--- config.mk ---
export PLATFORM = sky130hd
export DESIGN_NAME = var_len_shreg
export DESIGN_NICKNAME = d
export VERILOG_FILES = /design/src/rtl/vls_pkg.sv /design/src/rtl/vls_pin_sync.sv /design/src/rtl/vls_trig.sv /design/src/rtl/vls_stages.sv /design/src/rtl/var_len_shreg.sv
export SDC_FILE = /design/constraint.sdc
export NUM_CORES = 1
export LEC_CHECK = 0
export BUFFER_PORTS_ARGS = -buffer_cell sky130_fd_sc_hd__buf_2
export CAP_MARGIN = 30
export CORE_UTILIZATION = 30
export DETAILED_ROUTE_END_ITERATION = 16
export REMOVE_ABC_BUFFERS = 1
export SYNTH_ARGS = -nofsm -noshare
export SYNTH_HDL_FRONTEND = slang
export SYNTH_SLANG_ARGS = --single-unit
export TNS_END_PERCENT = 5
--- constraint.sdc ---
create_clock -name clk_i -period 12.9 [get_ports clk_i]
set_input_delay 0.645 -clock clk_i [delete_from_list [all_inputs] [get_ports clk_i]]
set_output_delay 0.645 -clock clk_i [all_outputs]
set_load 0.02 [all_outputs]
--- src/rtl/vls_pkg.sv ---
package vls_pkg;
  parameter int unsigned LEN_W_DEF = 6;
  parameter int unsigned N_STEP    = 2;
  // step pin indices
  parameter int unsigned PIN_RISE  = 0;
  parameter int unsigned PIN_FALL  = 1;
endpackage

--- src/rtl/vls_pin_sync.sv ---
module vls_pin_sync #(
  parameter int unsigned N_PINS = 2
) (
  input  logic              clk_i,
  input  logic              rst_ni,
  input  logic [N_PINS-1:0] pins_i,
  output logic [N_PINS-1:0] lvl_o,
  output logic [N_PINS-1:0] rise_o,
  output logic [N_PINS-1:0] fall_o
);
  for (genvar g = 0; g < N_PINS; g++) begin : g_pin
    logic ff1_q, ff2_q, prev_q;
    always_ff @(posedge clk_i or negedge rst_ni) begin
      if (!rst_ni) begin
        ff1_q  <= 1'b0;
        ff2_q  <= 1'b0;
        prev_q <= 1'b0;
      end else begin
        ff1_q  <= pins_i[g];
        ff2_q  <= ff1_q;
        prev_q <= ff2_q;
      end
    end
    assign lvl_o[g]  = ff2_q;
    assign rise_o[g] = ff2_q & ~prev_q;
    assign fall_o[g] = ~ff2_q & prev_q;

    p_edge_excl_r6: assert property (@(posedge clk_i) disable iff (!rst_ni)
      !(rise_o[g] && fall_o[g]));
  end
endmodule

--- src/rtl/vls_trig.sv ---
module vls_trig
  import vls_pkg::*;
(
  input  logic              clk_i,
  input  logic              rst_ni,
  input  logic [N_STEP-1:0] lvl_i,
  input  logic [N_STEP-1:0] rise_i,
  input  logic [N_STEP-1:0] fall_i,
  output logic              shift_o
);
  logic via_rise, via_fall;
  assign via_rise = rise_i[PIN_RISE] & ~lvl_i[PIN_FALL];
  assign via_fall = fall_i[PIN_FALL] &  lvl_i[PIN_RISE];
  // coincident conditions merge into a single shift
  assign shift_o  = via_rise | via_fall;

  p_idle_r6: assert property (@(posedge clk_i) disable iff (!rst_ni)
    (rise_i == '0 && fall_i == '0) |-> !shift_o);
  p_wrong_edge_r6: assert property (@(posedge clk_i) disable iff (!rst_ni)
    (!rise_i[PIN_RISE] && !fall_i[PIN_FALL]) |-> !shift_o);
endmodule

--- src/rtl/vls_stages.sv ---
module vls_stages #(
  parameter int unsigned LEN_W = 6,
  localparam int unsigned DEPTH = 1 << LEN_W
) (
  input  logic             clk_i,
  input  logic             arst_ni,
  input  logic             shift_i,
  input  logic             din_i,
  input  logic [LEN_W-1:0] len_i,
  output logic             tap_o
);
  logic [DEPTH-1:0] stg_q;

  always_ff @(posedge clk_i or negedge arst_ni) begin
    if (!arst_ni)     stg_q <= '0;
    else if (shift_i) stg_q <= {stg_q[DEPTH-2:0], din_i};
  end

  // stages above the active length keep shifting, unobserved
  assign tap_o = stg_q[len_i];

  p_load_r3: assert property (@(posedge clk_i) disable iff (!arst_ni)
    shift_i |=> stg_q[0] == $past(din_i));
  p_move_r1: assert property (@(posedge clk_i) disable iff (!arst_ni)
    shift_i |=> stg_q[DEPTH-1:1] == $past(stg_q[DEPTH-2:0]));
  p_hold_r6: assert property (@(posedge clk_i) disable iff (!arst_ni)
    !shift_i |=> $stable(stg_q));
endmodule

--- src/rtl/var_len_shreg.sv ---
module var_len_shreg
  import vls_pkg::*;
#(
  parameter int unsigned LEN_W = LEN_W_DEF
) (
  input  logic             clk_i,
  input  logic             rst_ni,
  input  logic             mclr_i,
  input  logic             pick_a_i,
  input  logic             din_a_i,
  input  logic             din_b_i,
  input  logic             step0_i,
  input  logic             step1_i,
  input  logic [LEN_W-1:0] len_i,
  output logic             dout_o,
  output logic             dout_n_o
);
  logic [N_STEP-1:0] pins, lvl, rise, fall;
  logic shift, din_sel, tap, stg_rst_n;

  assign pins[PIN_RISE] = step0_i;
  assign pins[PIN_FALL] = step1_i;

  vls_pin_sync #(.N_PINS(N_STEP)) u_sync (
    .clk_i (clk_i),
    .rst_ni(rst_ni),
    .pins_i(pins),
    .lvl_o (lvl),
    .rise_o(rise),
    .fall_o(fall)
  );

  vls_trig u_trig (
    .clk_i  (clk_i),
    .rst_ni (rst_ni),
    .lvl_i  (lvl),
    .rise_i (rise),
    .fall_i (fall),
    .shift_o(shift)
  );

  assign din_sel   = pick_a_i ? din_a_i : din_b_i;
  assign stg_rst_n = rst_ni & ~mclr_i;

  vls_stages #(.LEN_W(LEN_W)) u_stages (
    .clk_i  (clk_i),
    .arst_ni(stg_rst_n),
    .shift_i(shift),
    .din_i  (din_sel),
    .len_i  (len_i),
    .tap_o  (tap)
  );

  assign dout_o   = tap;
  assign dout_n_o = ~tap;

  p_clear_low_r8: assert property (@(posedge clk_i) disable iff (!rst_ni)
    mclr_i |-> !dout_o);
  p_clear_comp_r10: assert property (@(posedge clk_i) disable iff (!rst_ni)
    mclr_i |-> dout_n_o);
endmodule

* Word-level counts from Yosys, hierarchy flattened
Cells that the tools add are included.
** Operators by class
- Bitwise gates (word level) :: 10
- Eq/ne operators :: 0
- Multiplexer cells :: 3
- Magnitude comparators :: 1
- Multipliers :: 0
- Div/mod/pow operators :: 0
- Add/sub/neg operators :: 0
- Reduce and logical (&&, ||, !) cells :: 0
- Shift operators :: 0
** Operators by type and width (count)
- 6-bit by 7-bit less-than comparator with 1-bit output (second input constant) :: 1
- 1-bit binary-select mux with 6-bit select :: 1
- 1-bit AND :: 5
- 1-bit inverter :: 4
- 1-bit 2-to-1 mux :: 2
- 1-bit bitwise OR :: 1
** Storage, ports and cells
- Register bits :: 70
- ROM bits :: 0
- Memories :: 0
- Output and inout port bits :: 2
- Bits of input ports :: 14
- Latch bits :: 0
- RAM bits :: 0

* Depth between registers and ports, before layout
- Depth in word-level cells :: 4
- Gate-level depth with buffers :: 7
- Depth with buffers taken out :: 5

* By module
A second synthesis with hierarchy kept.
** Second synthesis, totals
- Cells, all modules :: 215
- Area, all modules :: 3190.6 µm²
** Modules (own cells, without submodules)
- vls_stages :: times used 1, area an instance 2949.1 µm², cells each 197
- vls_pin_sync :: times used 1, area an instance 200.2 µm², cells each 12
- var_len_shreg :: times used 1, area an instance 25.0 µm², cells each 3
- vls_trig :: times used 1, area an instance 16.3 µm², cells each 3

* Worst setup path before layout
No wires, ideal clock.
- Path type :: input-to-output
- From :: in len_i[0]
- To :: out dout_n_o
- Arrival :: 2.114 ns
- Required time :: 12.255 ns
- Setup slack :: 10.141 ns
- Path buffers :: 2
- Cell stages on the path :: 6
- Path through :: buf_6 -> buf_6 -> mux4_1 -> a22oi_1 -> a31oi_1 -> o22ai_1
** On the way
- Word-level cells in the longest chain between the ends :: 3
** RTL lines
- start, declared :: line var_len_shreg.sv:14 : input logic [LEN_W-1:0] len_i,
- 1-bit binary-select mux with 6-bit select :: line vls_stages.sv:20 : assign tap_o = stg_q[len_i];
- 1-bit 2-to-1 mux (implied by the code) :: line vls_stages.sv:20
- 1-bit inverter :: line var_len_shreg.sv:55 : assign dout_n_o = ~tap;
- end, declared :: line var_len_shreg.sv:16 : output logic dout_n_o
Every way passes these cells. The select of a mux whose other input is x is not followed.

* Worst setup path after layout
- From :: in len_i[0]
- To :: out dout_o
** On the way
- Word-level cells in the longest chain between the ends :: 2
** RTL lines
- 1-bit binary-select mux with 6-bit select :: line vls_stages.sv:20
- 1-bit 2-to-1 mux (implied by the code) :: line vls_stages.sv:20
- end, declared :: line var_len_shreg.sv:15 : output logic dout_o,
Every way passes these cells. The select of a mux whose other input is x is not followed.

==> results.json <==
{
  "pwr-share-clk_pct": 36.4,
  "floorplan.rows": 37,
  "synthTopCellsByCount": "70 x sky130_fd_sc_hd__dfrtp_1, 63 x sky130_fd_sc_hd__mux2_2, 14 x sky130_fd_sc_hd__mux4_1",
  "syn-instance-count": 196,
  "synth_area_um2": 3150,
  "dp.final_hpwl_um": 3290,
  "drt_iter0_markers": 60,
  "switching_share_pct": 24.5,
  "ioPinCount": 16,
  "grt_first_pass_wirelength_um": 8830,
  "worst-path-max-fanout": 18,
  "yosysSeqAreaShare_pct": 55.5,
  "initial_core_util_pct": 30.7,
  "worst_slack_ns": 9.80,
  "required_ns": 12.26,
  "globalRoute.totalOverflow": 0,
  "routabilityCongestion": 0.730,
  "ys_ff_latch": 70,
  "net-switching-power_uw": 118,
  "vias_in_the_first_global_route": 1703,
  "synth_edf_count": 0,
  "timing.clock.skew_ns": 0.00907,
  "design.die.area_um2": 10900,
  "finish.net_count": 226,
  "yosys_most_used_dff": "sky130_fd_sc_hd__dfrtp_1",
  "postCtsSetupRepairBufs": 0,
  "cts_inserted_buffers": 9,
  "yosysWarningCount": 0,
  "clockRootBuffer": "sky130_fd_sc_hd__clkbuf_8",
  "cts-hold-fix-buffers": 0,
  "hold_class": "primary input to asynchronous set/reset pin",
  "cts.htree.levels": 3,
  "dpl_worst_slack_ns": 9.80,
  "yosys.cell_types.count": 25,
  "timing.setup.tns_ns": 0,
  "routedWlPerCell_um": 14.7,
  "die-width_um": 105,
  "yosys.cell_count.top_type": "sky130_fd_sc_hd__dfrtp_1",
  "critical_path_arrival_ns": 2.46,
  "synth_top_cell_by_area": "sky130_fd_sc_hd__dfrtp_1",
  "synth_top_area_share_pct": 55.5,
  "detail_route.drc_violations": 0,
  "path_clk_slew_ns": 0.07,
  "setup.worst_path.end_class": "primary output",
  "cts.sink_count": 70,
  "p_per_area_nw_per_um2": 136,
  "layout_min_cycle_time_ns": 3.10,
  "peakVddDrop_uv": 46.6,
  "antenna_found_initial": 0,
  "seq_power_share_pct": 52.5,
  "post_synth.cell_area_avg_um2": 16.1,
  "worst_pin_slew_ns": 0.812,
  "globalRouteTotalUtil_pct": 10.6,
  "fillCellCount": 1010,
  "ys_async_sr_fraction_pct": 100,
  "final_layout_size_suffix_gt1_share_pct": 44.7,
  "cap_violations": 0,
  "drtPass1Iterations": 4,
  "number_of_failing_setup_endpoints_in_the_final_timing_report": 0,
  "num_vias": 1664,
  "start_kind": "primary input",
  "power.leakage_nw": 1.75,
  "postLayoutCoreUtil_pct": 34.5,
  "netlist_top_cells_area": "sky130_fd_sc_hd__dfrtp_1 56%, sky130_fd_sc_hd__mux2_2 22%, sky130_fd_sc_hd__mux4_1 12%",
  "core_area_um2": 10300,
  "buffer_ports.inserted": 15,
  "max_slew_margin_pct": 45.9,
  "drt-vias-per-instance": 4.71,
  "achievable-frequency_mhz": 322,
  "pins_over_their_slew_limit": 0,
  "timing_worst_setup_path_type": "primary input to primary output",
  "clkLatencyLatePin_ns": 0.35,
  "rsz0062_at_grt": "no",
  "timing.hold.ws_ns": 0.115,
  "grt_start_max_net_pins": 66,
  "area_growth_pct": 12.5,
  "cellInternalPower_uw": 365,
  "fp.dieH_um": 105,
  "post-route-period-util_pct": 24.0,
  "drt.antenna.violating_nets": 0,
  "antenna-diode-count": 0,
  "share_comb_of_total_power_pct": 11.1,
  "buffer_levels_on_the_longest_clock_path": 2,
  "cts_tree": "done",
  "cts_resized": 0,
  "final_hold_violation_count": 0,
  "route.final.wire_length_um": 5180,
  "status": "finished clean"
}
-- placed cells by master (no fill, tap or decap), types with 2 or more instances in the layout --
cell,n
sky130_fd_sc_hd__nand2_1,3
sky130_fd_sc_hd__nand3b_1,3
sky130_fd_sc_hd__o21ai_0,2
sky130_fd_sc_hd__dfrtp_1,70
sky130_fd_sc_hd__clkinv_2,3
sky130_fd_sc_hd__buf_4,2
sky130_fd_sc_hd__clkbuf_8,10
sky130_fd_sc_hd__a22oi_1,5
sky130_fd_sc_hd__mux4_1,14
sky130_fd_sc_hd__mux2_2,63
sky130_fd_sc_hd__buf_2,15
sky130_fd_sc_hd__o21a_1,2
sky130_fd_sc_hd__inv_1,2
sky130_fd_sc_hd__nor2b_1,2
sky130_fd_sc_hd__mux2i_1,6
sky130_fd_sc_hd__nor2_1,2
-- cells by family after synthesis --
kind of cell           Yosys count  synth area share (%)
and+or+nand+nor                 15                  2.70
AOI/OAI and AO/OA               14                  3.21
muxes                           83                  36.1
DFF                             70                  55.5
buffers and inverters           14                  2.50
-- flip-flops by register name (all words and copies together) (netlist names) --
| register | flops |
|---|---|
| u_stages.stg_q | 64 |
| u_sync.g_pin.ff1_q | 2 |
| u_sync.g_pin.prev_q | 2 |
| u_sync.g_pin.ff2_q | 2 |
-- path summary, 6_finish.rpt --
kind,startpoint,end,slack (ns),cells after the start
setup / recovery,len_i[0],dout_o,9.80,7
hold / removal,rst_ni,u_sync.g_pin[0].prev_q,0.12,1
setup reg to reg,u_sync.g_pin[1].prev_q,u_stages.stg_q[4],11.12,4
hold reg to reg,u_sync.g_pin[0].ff1_q,u_sync.g_pin[0].ff2_q,0.35,0
max in group asynchronous,rst_ni,u_stages.stg_q[22],11.63,3
min in group clk_i,u_sync.g_pin[0].ff1_q,u_sync.g_pin[0].ff2_q,0.35,0
-- metrics by stage --
step | area [µm²] | total power, mW | instances
finish | 3550 | 0.483 | 353
global placement | 3350 | 0.310 | 337
detailed placement | 3350 | 0.313 | 337
floorplan | 3080 | 0.295 | 184
global route | 3550 | 0.508 | 353
CTS | 3550 | 0.493 | 353
-- power groups by stage --
stage / clock, mW / combinational [mW] / sequential (mW)
6_report: 0.176 / 0.0534 / 0.254
5_1_grt: 0.192 / 0.0587 / 0.257
4_1_cts: 0.184 / 0.0547 / 0.254
3_5_place_dp: 0 / 0.0545 / 0.259
3_3_place_gp: 0 / 0.0528 / 0.258
2_1_floorplan: 0 / 0.0422 / 0.252
-- area by class of cell --
type / count / area [µm²] / share of cell area, %
inverter: 2 / 7.51 / 0.211
timing repair buffer: 17 / 90.1 / 2.54
multi-input combinational: 112 / 1330 / 37.5
sequential: 70 / 1750 / 49.3
clock buffer: 10 / 138 / 3.88
tap: 136 / 170 / 4.79
clock inverter: 6 / 61.3 / 1.73
-- critical path: stages --
cell and delay (ns):
sky130_fd_sc_hd__buf_2 0.37, sky130_fd_sc_hd__mux4_1 0.63, sky130_fd_sc_hd__o21a_1 0.20, sky130_fd_sc_hd__o21ai_0 0.14, sky130_fd_sc_hd__o311ai_1 0.14, sky130_fd_sc_hd__o22a_1 0.18
sky130_fd_sc_hd__buf_2 0.15
-- metal layers --
| layer | global-route usage (%) | vias up | part of all wire, % |
|---|---|---|---|
| met1 | 14.1 | 851 | 49 |
| met3 | 3.81 | 6 | 4.4 |
| met5 | 0 | - | 0 |
| li1 | - | 779 | - |
| met2 | 15.3 | 28 | 45 |
| met4 | 5.20 | 0 | 1.2 |
No activity file was read; power rests on OpenSTA's default activity.
